`config.mk`:
```
export PLATFORM = sky130hd
export DESIGN_NAME = eth_link_supervisor
export DESIGN_NICKNAME = d
export VERILOG_FILES = /design/src/rtl/els_pkg.sv /design/src/rtl/els_sync.sv /design/src/rtl/els_local_fault.sv /design/src/rtl/els_persist_filter.sv /design/src/rtl/eth_link_supervisor.sv
export SDC_FILE = /design/constraint.sdc
export NUM_CORES = 1
export LEC_CHECK = 0
export ABC_AREA = 1
export BUFFER_PORTS_ARGS = -buffer_cell sky130_fd_sc_hd__clkbuf_2
export CORE_UTILIZATION = 30
export CTS_CLUSTER_DIAMETER = 100
export CTS_CLUSTER_SIZE = 12
export DETAILED_ROUTE_END_ITERATION = 10
export GPL_TIMING_DRIVEN = 0
export PLACE_DENSITY_LB_ADDON = 0.2
export SLEW_MARGIN = 20
export SYNTH_ARGS = -nofsm -noshare
export SYNTH_HDL_FRONTEND = slang
export SYNTH_HIERARCHICAL = 1
export SYNTH_SLANG_ARGS = --single-unit
```
`constraint.sdc`:
```
create_clock -name clk -period 1.7 [get_ports clk]
set_input_delay 0.34 -clock clk [delete_from_list [all_inputs] [get_ports clk]]
set_output_delay 0.34 -clock clk [all_outputs]
set_load 0.1 [all_outputs]
```
`src/rtl/els_pkg.sv`:
```
package els_pkg;

   typedef enum logic [1:0] {
      LF_OFF    = 2'b00,
      LF_UNIDIR = 2'b01,
      LF_BIDIR  = 2'b10,
      LF_RSVD   = 2'b11
   } lf_mode_e;

   localparam int unsigned N_STATUS = 5;
   localparam int unsigned IDX_PLL  = 0;
   localparam int unsigned IDX_LANE = 1;
   localparam int unsigned IDX_ALGN = 2;
   localparam int unsigned IDX_HBER = 3;
   localparam int unsigned IDX_RFLT = 4;

endpackage

```
`src/rtl/els_sync.sv`:
```
module els_sync #(
   parameter int unsigned WIDTH  = 1,
   parameter int unsigned STAGES = 2
) (
   input  logic             clk,
   input  logic             rst_n,
   input  logic [WIDTH-1:0] d_i,
   output logic [WIDTH-1:0] q_o
);

   if (STAGES < 2) begin : g_bad_stages
      $error("els_sync: STAGES must be at least 2");
   end
   if (WIDTH < 1) begin : g_bad_width
      $error("els_sync: WIDTH must be at least 1");
   end

   for (genvar i = 0; i < WIDTH; i++) begin : g_bit
      logic [STAGES-1:0] chain;

      always_ff @(posedge clk) begin
         if (!rst_n) begin
            chain <= '0;
         end else begin
            chain <= {chain[STAGES-2:0], d_i[i]};
         end
      end

      assign q_o[i] = chain[STAGES-1];
   end

endmodule

```
`src/rtl/els_local_fault.sv`:
```
module els_local_fault (
   input  logic clk,
   input  logic rst_n,
   input  logic qual_i,
   input  logic aligned_i,
   input  logic hi_ber_i,
   output logic lf_next_o,
   output logic lf_q_o
);

   logic healthy;

   always_comb begin
      healthy   = qual_i && aligned_i && !hi_ber_i;
      lf_next_o = !healthy;
   end

   always_ff @(posedge clk) begin
      if (!rst_n) begin
         lf_q_o <= 1'b1;
      end else begin
         lf_q_o <= lf_next_o;
      end
   end

   // local fault falls only after a healthy, qualified cycle
   p_lf_clear_needs_align_r4: assert property (@(posedge clk) disable iff (!rst_n)
      $fell(lf_q_o) |-> $past(qual_i && aligned_i && !hi_ber_i));

   // high BER re-asserts local fault on the next edge
   p_hiber_sets_lf_r9: assert property (@(posedge clk) disable iff (!rst_n)
      hi_ber_i |=> lf_q_o);

   // loss of alignment re-asserts local fault on the next edge
   p_unalign_sets_lf_r9: assert property (@(posedge clk) disable iff (!rst_n)
      !aligned_i |=> lf_q_o);

endmodule

```
`src/rtl/els_persist_filter.sv`:
```
module els_persist_filter #(
   parameter int unsigned RF_CLEAR_CYCLES = 8
) (
   input  logic clk,
   input  logic rst_n,
   input  logic qual_i,
   input  logic rf_in_i,
   output logic rf_next_o,
   output logic rf_q_o
);

   localparam int unsigned CNT_W = $clog2(RF_CLEAR_CYCLES + 1);
   localparam logic [CNT_W-1:0] LIMIT = CNT_W'(RF_CLEAR_CYCLES);

   if (RF_CLEAR_CYCLES < 1) begin : g_bad_limit
      $error("els_persist_filter: RF_CLEAR_CYCLES must be at least 1");
   end

   logic [CNT_W-1:0] cnt_q;
   logic [CNT_W-1:0] cnt_next;
   logic             restart;

   always_comb begin
      restart = !qual_i || rf_in_i;
      if (restart) begin
         cnt_next = '0;
      end else if (cnt_q == LIMIT) begin
         cnt_next = cnt_q;
      end else begin
         cnt_next = cnt_q + 1'b1;
      end
      rf_next_o = (cnt_next != LIMIT);
   end

   always_ff @(posedge clk) begin
      if (!rst_n) begin
         cnt_q  <= '0;
         rf_q_o <= 1'b1;
      end else begin
         cnt_q  <= cnt_next;
         rf_q_o <= rf_next_o;
      end
   end

   // counter never runs past its limit
   p_cnt_bounded_r5: assert property (@(posedge clk) disable iff (!rst_n)
      cnt_q <= LIMIT);

   // a remote-fault cycle or loss of qualification re-asserts the flag
   p_rf_restart_r5: assert property (@(posedge clk) disable iff (!rst_n)
      (rf_in_i || !qual_i) |=> rf_q_o);

   // flag falls only after a clean, qualified cycle
   p_rf_clear_clean_r5: assert property (@(posedge clk) disable iff (!rst_n)
      $fell(rf_q_o) |-> $past(qual_i && !rf_in_i));

endmodule

```
`src/rtl/eth_link_supervisor.sv`:
```
module eth_link_supervisor
   import els_pkg::*;
#(
   parameter int unsigned SYNC_STAGES     = 2,
   parameter int unsigned RF_CLEAR_CYCLES = 8
) (
   input  logic       clk,
   input  logic       rst_n,
   input  logic       pll_locked_i,
   input  logic       tx_lanes_stable_i,
   input  logic       rx_pcs_aligned_i,
   input  logic       rx_hi_ber_i,
   input  logic       rx_remote_fault_i,
   input  logic [1:0] lf_mode_i,
   input  logic       pcs_only_i,
   output logic       local_fault_o,
   output logic       remote_fault_o,
   output logic       tx_ready_o
);

   logic [N_STATUS-1:0] raw;
   logic [N_STATUS-1:0] syn;
   logic                pll_s;
   logic                lane_s;
   logic                qual_s;
   logic                lf_next;
   logic                lf_q;
   logic                rf_next;
   logic                rf_q;
   logic                tx_ready_q;
   logic                flags_on;
   logic                gate_tx;
   lf_mode_e            mode;

   assign raw[IDX_PLL]  = pll_locked_i;
   assign raw[IDX_LANE] = tx_lanes_stable_i;
   assign raw[IDX_ALGN] = rx_pcs_aligned_i;
   assign raw[IDX_HBER] = rx_hi_ber_i;
   assign raw[IDX_RFLT] = rx_remote_fault_i;

   els_sync #(
      .WIDTH  (N_STATUS),
      .STAGES (SYNC_STAGES)
   ) u_sync (
      .clk   (clk),
      .rst_n (rst_n),
      .d_i   (raw),
      .q_o   (syn)
   );

   assign pll_s  = syn[IDX_PLL];
   assign lane_s = syn[IDX_LANE];
   assign qual_s = pll_s && lane_s;

   els_local_fault u_local (
      .clk       (clk),
      .rst_n     (rst_n),
      .qual_i    (qual_s),
      .aligned_i (syn[IDX_ALGN]),
      .hi_ber_i  (syn[IDX_HBER]),
      .lf_next_o (lf_next),
      .lf_q_o    (lf_q)
   );

   els_persist_filter #(
      .RF_CLEAR_CYCLES (RF_CLEAR_CYCLES)
   ) u_remote (
      .clk       (clk),
      .rst_n     (rst_n),
      .qual_i    (qual_s),
      .rf_in_i   (syn[IDX_RFLT]),
      .rf_next_o (rf_next),
      .rf_q_o    (rf_q)
   );

   always_comb begin
      mode = lf_mode_e'(lf_mode_i);
      case (mode)
         LF_BIDIR: begin
            flags_on = 1'b1;
            gate_tx  = !pcs_only_i;
         end
         LF_UNIDIR: begin
            flags_on = 1'b1;
            gate_tx  = 1'b0;
         end
         default: begin
            flags_on = 1'b0;
            gate_tx  = 1'b0;
         end
      endcase
   end

   always_ff @(posedge clk) begin
      if (!rst_n) begin
         tx_ready_q <= 1'b0;
      end else if (gate_tx) begin
         tx_ready_q <= qual_s && !lf_next && !rf_next;
      end else begin
         tx_ready_q <= qual_s;
      end
   end

   assign local_fault_o  = flags_on && lf_q;
   assign remote_fault_o = flags_on && rf_q;
   assign tx_ready_o     = tx_ready_q;

   // lost PLL lock forces TX ready low and both flags to reset value
   p_pll_down_r1: assert property (@(posedge clk) disable iff (!rst_n)
      !pll_s |=> (!tx_ready_o && lf_q && rf_q));

   // unstable lanes force TX ready low and both flags to reset value
   p_lane_down_r2: assert property (@(posedge clk) disable iff (!rst_n)
      !lane_s |=> (!tx_ready_o && lf_q && rf_q));

   // gated mode never reports ready with a fault outstanding
   p_bidir_ready_clean_r6: assert property (@(posedge clk) disable iff (!rst_n)
      (gate_tx && tx_ready_o) |-> (!local_fault_o && !remote_fault_o));

   // ungated modes follow link qualification only
   p_ungated_follow_r7: assert property (@(posedge clk) disable iff (!rst_n)
      (!gate_tx && qual_s && $stable(gate_tx)) |=> tx_ready_o);

   // unidirectional mode still reports the internal flags
   p_uni_reports_r8: assert property (@(posedge clk) disable iff (!rst_n)
      (mode == LF_UNIDIR) |-> (local_fault_o == lf_q && remote_fault_o == rf_q));

   // in gated mode a local fault and TX ready never coexist
   p_lf_drops_ready_r9: assert property (@(posedge clk) disable iff (!rst_n)
      (gate_tx && lf_q) |-> !tx_ready_o);

   // off modes keep both flags low
   p_off_flags_low_r10: assert property (@(posedge clk)
      (lf_mode_i == 2'b00 || lf_mode_i == 2'b11) |-> (!local_fault_o && !remote_fault_o));

endmodule

```
==> flow_summary.ini, run 1 <==
[finish]
layout.nets = 124
syn_to_final_growth_pct = 17.9
antenna_cells = 0
fill_cells = 241
drive_gt1_share_pct = 28.2
final_cell_area_um2 = 842
stdcell_count = 138

[yosys]
synth_most_common_cell = inv_1
ys_seq_area_share_pct = 47.6
synth_top_cell_by_area = dfxtp_1
synthTopCellsByArea = dfxtp_1, inv_1, nand2_1
synth-edff-count = 0
synth_fp_nets = 107
async_flop_share_pct = 0
synth.avg_cell_area_um2 = 7.60
yosysWarningCount = 6
yosysUniqueCellTypes = 14
ys_ff_latch = 17
syn_inst = 94
synth-main-ff-cell = dfxtp_1
synth_commonest_cells = inv_1, nand2_1, dfxtp_1
syn-cell-area_um2 = 714
yosysTopAreaCellShare_pct = 47.6

[worst_setup_path]
slowest_stage = buf_2
cp_cell_sequence = clkbuf_2 > inv_1 > ha_1 > nor2_2 > buf_2
cp_data_required_time_ns = 1.36
cp_max_fo = 2
crit_arrival_ns = 1.29
end_kind = output pin
start_kind = input port
cpPeakStageDelay_ns = 0.42
crit_buf_inv = 3
path_class = in2out
critPathTopFamily = buffers and inverters

[detailed_routing]
routed.top_layer = met4
drt-initial-drc-count = 4
wl_met1_um = 460
drt_first_pass_iters = 4
ant_nets = 0
vias_per_cell = 3.86
wl_um = 977
via_count = 533
met2_wirelength_um = 438
dr_wl_met3_um = 69
post-route-drc-count = 0
routedWlPerCell_um = 7.08

[sta]
slew_headroom_pct = 64.2
min_period_over_period_pct = 96.1
slew_violations = 0
fin_skew_ns = 0.00289
rsz0062_at_grt = false
period_needed_ns = 1.63
worst_pin_slew_ns = 0.540
setup_viol_count_final = 0
final_hold_viol_count = 0
fmax_mhz = 612

[floorplanning]
core_um2 = 2230
rows = 17
start_util_pct = 32.0
fp.dieH_um = 50.8
dieArea_um2 = 2580
pin_count = 13
fp.dieW_um = 50.8

[power_and_ir_drop]
power_leakage_uw = 0.000454
powerDensity_nw_per_um2 = 839
peakVddDrop_uv = 648

[clock_network]
cts.clk_slew.worst_paths_ns = 0.09
ctsLongestPathBuffers = 2
numCtsBuffers = 3
root_buffer = clkbuf_4
clock_latency_ns = 0.28
cts_tree = built
clkSinkCount = 17
htreeDepth = 1

[global_route]
grt_antenna_before_repair = 0
overflow = 0
grt_pass1_wl_um = 1860
grtUsageTotal_pct = 10.1
grt_max_degree = 11
grt_pass1_vias = 495

[placement]
dpl.cell_count = 134
hpwl_um = 784
place_congestion = 0.805
port_buffers = 12
placed_area_um2 = 815

[hold_path]
worstHoldPathType = in2reg

[flow_run]
cap_violations = 0

[run_status]
run_status = finished, final reports clean
## tightest hold or removal path, cell delays in order
cell      delay, ns
clkbuf_2       0.07
nand2_1        0.04
inv_1          0.04
## cells by family (layout without fill, tap and decap cells)
logic type | count (synthesis) | after routing | synth area share, %
buffers and inverters | 31 | 47 | 20.0
AND/OR/NAND/NOR | 43 | 43 | 27.1
adder cells (fa/ha/maj) | 3 | 3 | 5.25
flip-flops | 17 | 17 | 47.6
## final cells by class
class	instances	area [um^2]	share of cell area, %
inverters	25	93.8	11.1
well taps	28	35.0	4.16
clock buffers	3	22.5	2.67
flip-flops and latches	17	340	40.4
clock inverters	1	5.00	0.594
repair buffers	12	60.1	7.13
plain buffers	6	48.8	5.79
multi-input cells	46	236	28.1
## state kept, by name (all words and copies together), names as in the netlist
| name | count |
|---|---|
| tx_ready_o | 1 |
| u_local/lf_q_o | 1 |
| u_remote/cnt_q | 4 |
| u_remote/rf_q_o | 1 |
| u_sync/g_bit.chain | 10 |
## power by group
group | total, uW | internal, uW | switching (uW)
Combinational | 87.5 | 27.5 | 60.0
Sequential | 412 | 409 | 2.56
Clock | 207 | 87.4 | 120
Total | 706 | 524 | 182
## worst paths after layout
| path | end | from | slack (ns) | cells after the start |
|---|---|---|---|---|
| worst min register to register | u_sync/g_bit[3].chain[1]$_SDFF_PN0_ | u_sync/g_bit[3].chain[0]$_SDFF_PN0_ | 0.42 | 2 |
| worst max-delay path | local_fault_o | lf_mode_i[0] | 0.07 | 5 |
| worst max register to register | tx_ready_o$_SDFF_PN0_ | u_remote/cnt_q[0]$_SDFF_PN0_ | 0.31 | 9 |
| worst min-delay path | u_sync/g_bit[0].chain[0]$_SDFF_PN0_ | pll_locked_i | 0.23 | 3 |
## cell usage in the layout, fill, tap and decap left out
master / Yosys / final
buf_2: 0 / 2
buf_4: 5 / 5
buf_6: 1 / 1
clkbuf_2: 0 / 10
clkbuf_4: 0 / 3
clkinv_2: 0 / 1
dfxtp_1: 17 / 17
ha_1: 3 / 3
inv_1: 22 / 22
inv_2: 3 / 3
nand2_1: 19 / 19
nand2_2: 1 / 1
nand3_1: 4 / 4
nand3_2: 1 / 1
nand4_1: 4 / 4
nor2_1: 9 / 7
nor2_2: 2 / 4
nor3_1: 3 / 3
## layer usage
layer  GRT usage [%]  vias to the layer above
li1                -                      304
met1            11.0                      211
met2            16.7                       16
met3            4.55                        2
met4            4.17                        0
met5               0                        -
## metrics by stage
step                      hold WS (ns)  utilization, %  power [uW]  setup slack, ns  TNS (ns)
after floorplan                  0.390               -         489           -0.134    -0.267
after global placement           0.396            36.5         508           0.0421         0
after detailed placement         0.397            36.5         510           0.0288         0
after CTS                        0.215            37.7         720           0.0285         0
after global routing             0.216            37.7         752       0.00000300         0
final                            0.226            37.7         706           0.0655         0
## what timing repair did
item | 4_1_cts | 5_1_grt
endpoints found under the setup margin | 0 | 2
resized for setup | 0 | 2
buffers inserted | 0 | 0
hold buffers | 0 | 0
No activity file was read; power rests on OpenSTA's default activity.
==> run 2: changes to the inputs <==
Settings changed: CELL_PAD_IN_SITES_DETAIL_PLACEMENT set to 1, CELL_PAD_IN_SITES_GLOBAL_PLACEMENT set to 2, CORE_UTILIZATION 30 to 31, CTS_BUF_LIST set to sky130_fd_sc_hd__clkbuf_8.
==> run 2 against run 1 <==
Effect of this change:
- first-iteration DRC count is 75% lower
- non-clock buffer count unchanged
- global-route usage is 2.0 points higher
- sequential power barely moved
- via count up 4.5%
- clock power rose by 42%
- utilization increased by 1.7 points
- final area is 2.5% higher
- flip-flop and latch count stayed put
- routed wire length up 18%
- critical path type unchanged
==> flow_summary.ini, run 2 (same netlist as run 1, synthesis figures left out) <==
[worst_setup_path]
cp_cell_sequence = clkbuf_2 > inv_1 > ha_1 > nor2_2 > buf_2
worstReg2RegStart = u_remote/cnt_q[0]$_SDFF_PN0_
slowest_stage = buf_2
path_class = in2out
cp_max_fo = 2
end_kind = output pin
crit_arrival_ns = 1.31
worst_r2r_endpoint = tx_ready_o$_SDFF_PN0_
start_kind = input port
ff2ff_setup_slack_ns = 0.26
cpPeakStageDelay_ns = 0.42
r2r_cells = 9
cp_data_required_time_ns = 1.36

[finish]
largest_registers = u_sync/g_bit.chain (10), u_remote/cnt_q (4)
antenna_cells = 0
layout.nets = 124
largest_register_ffs = 10
drive_gt1_share_pct = 28.2
largest_register = u_sync/g_bit.chain
syn_to_final_growth_pct = 20.8
final_common_cell = inv_1
final_cell_mix = inv_1, nand2_1, dfxtp_1

[placement]
place_congestion = 0.779
place_ws_ns = 0.00576
hpwl_um = 929
port_buffers = 12

[detailed_routing]
routedWlPerCell_um = 8.36
vias_per_cell = 4.04
drt-initial-drc-count = 1
ant_nets = 0
drt_first_pass_iters = 2
post-route-drc-count = 0
wl_um = 1150
via_count = 557

[sta]
min_period_over_period_pct = 97.3
setup_tns_ns = 0
worst_pin_slew_ns = 0.536
fin_skew_ns = 0.000464
fmax_mhz = 605
slew_headroom_pct = 64.4
setup_slack_ns = 0.0461
rsz0062_at_grt = false
slew_violations = 0
final_hold_viol_count = 0
period_needed_ns = 1.65
setup_viol_count_final = 0

[floorplanning]
core_um2 = 2190
pin_count = 13
dieArea_um2 = 2500
rows = 17
start_util_pct = 32.6
fp.dieH_um = 50.0
fp.dieW_um = 50.0

[global_route]
overflow = 0
grtUsageTotal_pct = 12.1
grt_pass1_wl_um = 2150
grt_antenna_before_repair = 0
grt_max_degree = 11
grt_pass1_vias = 535

[hold_path]
hold_start = rx_hi_ber_i
worstHoldPathType = in2reg
whs_endpoint = u_sync/g_bit[3].chain[0]$_SDFF_PN0_
hold_depth = 3

[clock_network]
cts.clk_slew.worst_paths_ns = 0.06
root_buffer = clkbuf_8
ctsLongestPathBuffers = 2
clkSinkCount = 17
clock_latency_ns = 0.25
postCtsHoldBufs = 0
cts_tree = built
htreeDepth = 1
postCtsSetupRepairBufs = 0
numCtsBuffers = 3

[power_and_ir_drop]
powerDensity_nw_per_um2 = 921
power_leakage_uw = 0.000462
peakVddDrop_uv = 367

[run_status]
run_status = finished, final reports clean

[flow_run]
cap_violations = 0
-- run 2: cell count changes in the layout (fill, tap and decap cells not counted) --
cell / previous run / this run
buf_2: 2 / 1
clkbuf_4: 3 / 1
clkbuf_8: 0 / 3
-- run 2: final cells by class --
| class | instances | area (um^2) |
|---|---|---|
| Fill cell | 282 | 1330 |
| Sequential cell | 17 | 340 |
| Multi-Input combinational cell | 46 | 236 |
| Inverter | 25 | 93.8 |
| Timing Repair Buffer | 12 | 62.6 |
| Buffer | 6 | 48.8 |
| Clock buffer | 3 | 41.3 |
| Tap cell | 28 | 35.0 |
| Clock inverter | 1 | 5.00 |
-- run 2: metal layers --
layer	up-vias	global-route usage [%]	wire (um)
li1	303	-	-
met1	241	13.3	567
met2	11	18.7	526
met3	2	3.70	45
met4	0	10.0	14
met5	-	0	0
-- run 2: critical path: cells and delay by family --
family / cells / cell delay [ns]
buffers and inverters: 3 / 0.54
adders and majority gates: 1 / 0.32
and+or+nand+nor: 1 / 0.11
-- run 2: timing repair --
item | CTS | global route
setup endpoints to repair | 0 | 2
resized for setup | 0 | 3
hold endpoints to repair | 0 | 0
-- run 2: power breakdown --
group	internal (uW)	total (uW)	leakage, uW	switching [uW]
clock	162	293	0.0000255	131
combinational	28.8	89.8	0.000298	61.0
sequential	410	412	0.000139	2.65
total	601	795	0.000462	194
-- run 2: how the worst max path moves through the flow --
stage	start	to	slack (ns)	cells past startpoint
detailed placement	lf_mode_i[0]	local_fault_o	0.006	5
global placement	lf_mode_i[0]	local_fault_o	0.04	5
CTS	lf_mode_i[0]	local_fault_o	0.004	5
floorplan	lf_mode_i[0]	local_fault_o	-0.13	3
finish	lf_mode_i[0]	local_fault_o	0.05	5
global route	lf_mode_i[0]	local_fault_o	0.004	5
-- run 2: per-stage QoR --
stage / hold WS (ns) / total power [uW] / utilization, % / cell area (um^2) / instances
after floorplan: 0.390 / 489 / - / 719 / 94
after CTS: 0.265 / 812 / 39.3 / 861 / 138
after detailed placement: 0.401 / 511 / 37.2 / 815 / 134
after global routing: 0.268 / 840 / 39.4 / 863 / 138
final: 0.273 / 795 / 39.4 / 863 / 138
after global placement: 0.397 / 508 / 37.2 / 815 / 134
